===== src/rtl/wake_pkg.sv =====
package wake_pkg;
  typedef enum logic [2:0] {
    PM_RUN      = 3'd0,
    PM_STOP     = 3'd1,
    PM_STOP_CS  = 3'd2,
    PM_SLEEP    = 3'd3,
    PM_SLEEP_CS = 3'd4
  } pm_e;

  localparam int unsigned A_STAT  = 0;
  localparam int unsigned A_RISE  = 1;
  localparam int unsigned A_FALL  = 2;
  localparam int unsigned A_MON   = 3;
  localparam int unsigned A_CFG   = 4;
  localparam int unsigned HS1_BIT = 2;
  localparam int unsigned HS2_BIT = 10;

  function automatic logic is_stop(input logic [2:0] m);
    return (m == PM_STOP) || (m == PM_STOP_CS);
  endfunction

  function automatic logic is_sleep(input logic [2:0] m);
    return (m == PM_SLEEP) || (m == PM_SLEEP_CS);
  endfunction
endpackage


===== src/rtl/wake_edge_det.sv =====
module wake_edge_det #(
  parameter int unsigned W       = 8,
  parameter logic        RST_VAL = 1'b0
) (
  input  logic         clk,
  input  logic         rst,
  input  logic [W-1:0] din,
  input  logic [W-1:0] rise_en,
  input  logic [W-1:0] fall_en,
  output logic [W-1:0] evt
);
  logic [W-1:0] prev;

  always_ff @(posedge clk) begin
    if (rst) prev <= {W{RST_VAL}};
    else     prev <= din;
  end

  for (genvar i = 0; i < W; i++) begin : g_bit
    assign evt[i] = (rise_en[i] & din[i] & ~prev[i]) |
                    (fall_en[i] & ~din[i] & prev[i]);
  end
endmodule


===== src/rtl/wake_qualify.sv =====
module wake_qualify
  import wake_pkg::*;
#(
  parameter int unsigned GP_W  = 16,
  parameter int unsigned MON_N = 4,
  localparam int unsigned ST_W = GP_W + MON_N + 4
) (
  input  logic [2:0]       mode,
  input  logic [GP_W-1:0]  gpio_evt,
  input  logic [MON_N-1:0] mon_evt,
  input  logic             rpin_evt,
  input  logic             lin_lvl,
  input  logic             vfail_lvl,
  input  logic             ot_lvl,
  output logic [ST_W-1:0]  evt
);
  logic stop_ok, any_ok;

  always_comb begin
    stop_ok = is_stop(mode);
    any_ok  = stop_ok | is_sleep(mode);
    evt = {ot_lvl & any_ok,
           vfail_lvl & stop_ok,
           lin_lvl & any_ok,
           rpin_evt & stop_ok,
           mon_evt & {MON_N{any_ok}},
           gpio_evt & {GP_W{stop_ok}}};
  end
endmodule


===== src/rtl/wake_regs.sv =====
module wake_regs
  import wake_pkg::*;
#(
  parameter int unsigned GP_W  = 16,
  parameter int unsigned MON_N = 4,
  parameter int unsigned AW    = 3,
  parameter int unsigned DW    = 32,
  localparam int unsigned ST_W = GP_W + MON_N + 4
) (
  input  logic               clk,
  input  logic               rst,
  input  logic [ST_W-1:0]    evt,
  input  logic [AW-1:0]      bus_addr,
  input  logic               bus_wr,
  input  logic [DW-1:0]      bus_wdata,
  output logic [DW-1:0]      bus_rdata,
  output logic [GP_W-1:0]    gpio_rise,
  output logic [GP_W-1:0]    gpio_fall,
  output logic [2*MON_N-1:0] mon_cfg,
  output logic               hs1,
  output logic               hs2,
  output logic [ST_W-1:0]    status,
  output logic               wake_req
);
  logic [ST_W-1:0] clr, status_nxt;
  logic [DW-1:0]   rd_mux;

  always_comb begin
    clr = '0;
    if (bus_wr && bus_addr == AW'(A_STAT)) clr = bus_wdata[ST_W-1:0];
    status_nxt = (status & ~clr) | evt;
  end

  always_comb begin
    rd_mux = '0;
    case (bus_addr)
      AW'(A_STAT): rd_mux[ST_W-1:0]    = status;
      AW'(A_RISE): rd_mux[GP_W-1:0]    = gpio_rise;
      AW'(A_FALL): rd_mux[GP_W-1:0]    = gpio_fall;
      AW'(A_MON):  rd_mux[2*MON_N-1:0] = mon_cfg;
      AW'(A_CFG): begin
        rd_mux[HS1_BIT] = hs1;
        rd_mux[HS2_BIT] = hs2;
      end
      default: rd_mux = '0;
    endcase
  end

  always_ff @(posedge clk) begin
    if (rst) begin
      gpio_rise <= '0;
      gpio_fall <= '0;
      mon_cfg   <= '0;
      hs1       <= 1'b0;
      hs2       <= 1'b0;
      status    <= '0;
      wake_req  <= 1'b0;
      bus_rdata <= '0;
    end else begin
      if (bus_wr) begin
        case (bus_addr)
          AW'(A_RISE): gpio_rise <= bus_wdata[GP_W-1:0];
          AW'(A_FALL): gpio_fall <= bus_wdata[GP_W-1:0];
          AW'(A_MON):  mon_cfg   <= bus_wdata[2*MON_N-1:0];
          AW'(A_CFG): begin
            hs1 <= bus_wdata[HS1_BIT];
            hs2 <= bus_wdata[HS2_BIT];
          end
          default: ;
        endcase
      end
      status    <= status_nxt;
      wake_req  <= |status_nxt;
      bus_rdata <= rd_mux;
    end
  end

  // bits only drop through a clearing write
  a_r11_bits_hold: assert property (@(posedge clk) disable iff (rst)
    !(bus_wr && bus_addr == AW'(A_STAT)) |=> ((status & $past(status)) == $past(status)));

  // an event always lands, even against a clearing write
  a_r10_set_wins: assert property (@(posedge clk) disable iff (rst)
    (|evt) |=> ((status & $past(evt)) == $past(evt)));

  // the request only rises after a qualified event
  a_r9_req_source: assert property (@(posedge clk) disable iff (rst)
    $rose(wake_req) |-> $past(|evt));

  // cyclic-sense outputs move only on a write to the config word
  a_r12_cfg_stable: assert property (@(posedge clk) disable iff (rst)
    !(bus_wr && bus_addr == AW'(A_CFG)) |=> $stable({hs1, hs2}));
endmodule


===== src/rtl/wake_mgr.sv =====
module wake_mgr
  import wake_pkg::*;
#(
  parameter int unsigned PORT_W = 8,
  parameter int unsigned MON_N  = 4,
  parameter int unsigned AW     = 3,
  parameter int unsigned DW     = 32
) (
  input  logic              clk,
  input  logic              rst,
  input  logic [2:0]        mode,
  input  logic [PORT_W-1:0] gpio_p0,
  input  logic [PORT_W-1:0] gpio_p1,
  input  logic [MON_N-1:0]  mon_in,
  input  logic              rst_pin_n,
  input  logic              lin_wake,
  input  logic              vext_fail,
  input  logic              hs_ot,
  input  logic [AW-1:0]     bus_addr,
  input  logic              bus_wr,
  input  logic [DW-1:0]     bus_wdata,
  output logic [DW-1:0]     bus_rdata,
  output logic              wake_req,
  output logic              hs1_cyc_en,
  output logic              hs2_cyc_en
);
  localparam int unsigned GP_W = 2 * PORT_W;
  localparam int unsigned ST_W = GP_W + MON_N + 4;

  logic [GP_W-1:0]    gpio_rise, gpio_fall, gpio_evt;
  logic [2*MON_N-1:0] mon_cfg;
  logic [MON_N-1:0]   mon_evt;
  logic               rpin_evt;
  logic [ST_W-1:0]    evt, status;

  wake_edge_det #(.W(GP_W), .RST_VAL(1'b0)) u_gpio_edge (
    .clk(clk), .rst(rst), .din({gpio_p1, gpio_p0}),
    .rise_en(gpio_rise), .fall_en(gpio_fall), .evt(gpio_evt));

  wake_edge_det #(.W(MON_N), .RST_VAL(1'b0)) u_mon_edge (
    .clk(clk), .rst(rst), .din(mon_in),
    .rise_en(mon_cfg[MON_N-1:0]), .fall_en(mon_cfg[2*MON_N-1:MON_N]), .evt(mon_evt));

  wake_edge_det #(.W(1), .RST_VAL(1'b1)) u_rpin_edge (
    .clk(clk), .rst(rst), .din(rst_pin_n),
    .rise_en(1'b0), .fall_en(1'b1), .evt(rpin_evt));

  wake_qualify #(.GP_W(GP_W), .MON_N(MON_N)) u_qual (
    .mode(mode), .gpio_evt(gpio_evt), .mon_evt(mon_evt), .rpin_evt(rpin_evt),
    .lin_lvl(lin_wake), .vfail_lvl(vext_fail), .ot_lvl(hs_ot), .evt(evt));

  wake_regs #(.GP_W(GP_W), .MON_N(MON_N), .AW(AW), .DW(DW)) u_regs (
    .clk(clk), .rst(rst), .evt(evt),
    .bus_addr(bus_addr), .bus_wr(bus_wr), .bus_wdata(bus_wdata), .bus_rdata(bus_rdata),
    .gpio_rise(gpio_rise), .gpio_fall(gpio_fall), .mon_cfg(mon_cfg),
    .hs1(hs1_cyc_en), .hs2(hs2_cyc_en), .status(status), .wake_req(wake_req));

  // Run mode never latches a new source
  a_r8_run_quiet: assert property (@(posedge clk) disable iff (rst)
    (mode == PM_RUN) |=> ((status & ~$past(status)) == '0));

  // pin events never latch in either Sleep mode
  a_r3_gpio_sleep: assert property (@(posedge clk) disable iff (rst)
    is_sleep(mode) |=> ((status[GP_W-1:0] & ~$past(status[GP_W-1:0])) == '0));
endmodule


===== config.mk =====
export PLATFORM = sky130hd
export DESIGN_NAME = wake_mgr
export DESIGN_NICKNAME = d
export VERILOG_FILES = /design/src/rtl/wake_pkg.sv /design/src/rtl/wake_edge_det.sv /design/src/rtl/wake_qualify.sv /design/src/rtl/wake_regs.sv /design/src/rtl/wake_mgr.sv
export SDC_FILE = /design/constraint.sdc
export NUM_CORES = 1
export LEC_CHECK = 0
export BUFFER_PORTS_ARGS = -buffer_cell sky130_fd_sc_hd__buf_2
export CELL_PAD_IN_SITES_DETAIL_PLACEMENT = 1
export CELL_PAD_IN_SITES_GLOBAL_PLACEMENT = 1
export CORE_MARGIN = 1.5
export CORE_UTILIZATION = 43
export CTS_CLUSTER_SIZE = 30
export DETAILED_ROUTE_END_ITERATION = 10
export PLACE_DENSITY_LB_ADDON = 0.25
export SLEW_MARGIN = 20
export SYNTH_ARGS = -nofsm -noshare
export SYNTH_HDL_FRONTEND = slang
export SYNTH_SLANG_ARGS = --single-unit

===== constraint.sdc =====
create_clock -name clk -period 4.1 [get_ports clk]
set_input_delay 1.025 -clock clk [delete_from_list [all_inputs] [get_ports clk]]
set_output_delay 1.025 -clock clk [all_outputs]
set_load 0.05 [all_outputs]

==> flow_summary.yaml <==
cells_and_area:
  fill_cells: 1272
  layout-drive-gt1-share: 0.205
  utilization: 0.510
  fin_cells: 740
  nets: 664
  layout_commonest_cell: "dfxtp_1"
  final_area_mm2: 0.00524
  antenna_cells: 0
  final_cell_mix: "112 x dfxtp_1, 109 x nand2_1, 83 x buf_2"
  syn2layout_area_growth_pct: 15.4
floorplan:
  rows: 37
  start_util: 0.442
  dieArea_mm2: 0.0112
  core_mm2: 0.0103
  dieHeight_um: 106
  die_w_um: 106
  io_pins: 100
logic_synthesis:
  synth_top_area_share: 0.494
  async_reset_ff_frac: 0
  synth_top_cell_by_area: "dfxtp_1"
  synth.avg_cell_area_um2: 8.65
  synth-edff-count: 0
  synthFlopType: "dfxtp_1"
  seq_area_frac_synth: 0.494
  synth_area_mm2: 0.00454
  synth-seq-cells: 112
  synth.top_cells.by_area: "dfxtp_1 49%, nand2_1 9.0%, a21oi_1 7.5%, nor2b_1 4.0%, mux4_2 4.0%"
  syn_inst: 525
  synth_cell_type_count: 34
  yosysWarningCount: 0
power_and_ir_drop:
  peakVddDrop_mv: 0.147
  power.switching_uw: 526
  p_seq_frac: 0.562
  combinationalPowerShare: 0.095
  p_int_mw: 1.48
  pwr-share-clk: 0.343
  p_leak_nw: 2.03
  power.total_mw: 2.01
  power_density_mw_per_mm2: 383
  switching_share: 0.262
global_route:
  grt_use_met2: 0.444
  grt_pass1_vias: 4193
  met3_usage: 0.0315
  grt_pass1_wl_um: 21900
  grt_use_total: 0.253
  overflow: 0
  antenna_found_initial: 0
  grt.busiest_layer: "met2"
  gr-usage-met1: 0.323
  grt_max_degree: 91
worst_setup_path:
  slowest_stage: "and2_4"
  cp.buffers_inverters: 1
  required_ns: 4.30
  slowest_delay_ns: 0.38
  cp-end-kind: "flop"
  critPathKind: "input pin to flop"
  path_cells: "buf_2 -> nor2_1 -> and2_4 -> a21boi_0 -> nor4_1 -> and4_1 -> a41oi_1"
  critPathArrivalTime_ns: 2.79
  startpoint_type: "input pin"
  crit_family: "simple AND/OR/NAND/NOR gates"
  path_max_fanout: 24
placed_design:
  dp_hpwl_um: 9550
  dp.cells: 724
  gp_congestion: 0.792
  place_area_mm2: 0.00504
  io_buffers: 83
  post-place-ws_ns: 1.07
route:
  drtIter0Drc: 204
  drc: 0
  vias: 4024
  ant_nets: 0
  firstDrtPassIters: 4
  drt_wl_total_um: 13400
  viasPerCell: 5.44
  post_drt_wl_per_cell_um: 18.2
sta:
  fin_skew_ns: 0.0111
  layout_min_cycle_time_ns: 2.59
  final_hold_viol_count: 0
  slew_headroom: 0.356
  rsz0062_at_grt: "no"
  finalSetupTns_ns: 0
  final_max_slew_viol_count: 0
  worstMarginPinSlew_ns: 0.965
  holdWs_ns: 0.472
  layout_setup_ws_ns: 1.51
  post-route-period-util: 0.631
  setup_violations: 0
  fmax_mhz: 387
clock_network:
  cts.path.max_buffers: 2
  cts_hold_buf: 0
  cts_made_buffers: 9
  htreeDepth: 3
  root_buffer: "clkbuf_8"
  post_cts_buffers: 0
  clk_latency_ns: 0.37
  cts.sinks: 112
  post_cts_resized: 0
  cts_tree: "done"
  clkTransAtPathRegs_ns: 0.11
run:
  cap_viol_max_count: 0
status:
  status: "completed"
min_path:
  hold_path_class: "flop to flop"
[cell usage after synthesis, types with 7 or more instances]
cell type / n
a21boi_0: 18
a21oi_1: 68
a22oi_1: 7
and2_1: 9
buf_4: 10
clkbuf_1: 20
dfxtp_1: 112
mux2i_1: 10
mux4_2: 8
nand2_1: 109
nand3b_1: 20
nor2_1: 48
nor2b_1: 29
o21ai_0: 21
[flip-flops by register name, summed over array words and instances (netlist names), 4 cells and up]
| signal | flops |
|---|---|
| u_regs.bus_rdata | 24 |
| u_regs.gpio_fall | 16 |
| u_mon_edge.prev | 4 |
| u_gpio_edge.prev | 16 |
| u_regs.status | 24 |
| u_regs.mon_cfg | 8 |
| u_regs.gpio_rise | 16 |
[area by class of cell]
class	instances	area, um2	area share
Clock buffer	10	138	0.0263
Clock inverter	6	66.3	0.0126
Multi-Input combinational cell	384	2140	0.409
Sequential cell	112	2240	0.428
Tap cell	136	170	0.0325
Timing Repair Buffer	92	483	0.0921
[worst paths after layout]
path                                        endpoint  cells after the start                 from  slack, ns
worst max-delay path                 u_regs.wake_req                      7          bus_addr[0]       1.51
worst min-delay path            u_regs.bus_rdata[20]                      1    u_regs.status[20]       0.47
worst max register to register       u_regs.wake_req                      6  u_regs.gpio_fall[4]       2.46
worst min register to register  u_regs.bus_rdata[20]                      1    u_regs.status[20]       0.47
[cells by family after synthesis]
kind of cell | share of synthesized area
compound gates | 0.153
mux | 0.0617
xor+xnor | 0.00386
simple gates | 0.246
flops | 0.494
other cells | 0.000826
buf+inv | 0.0408
[power groups by stage]
stage,Sequential (mW),Combinational (mW),Clock (mW)
floorplan,1.16,0.111,0
global placement,1.15,0.186,0
detailed placement,1.15,0.190,0
CTS,1.13,0.191,0.701
global route,1.13,0.208,0.744
finish,1.13,0.190,0.688
[routing by layer]
layer  share of wire  vias up  wire length (um)
met4           0.015        0               208
met2            0.50      118              6710
li1                -     1918                 -
met3           0.052       20               700
met5               0        -                 0
met1            0.43     1968              5810
No activity file was read; power rests on OpenSTA's default activity.
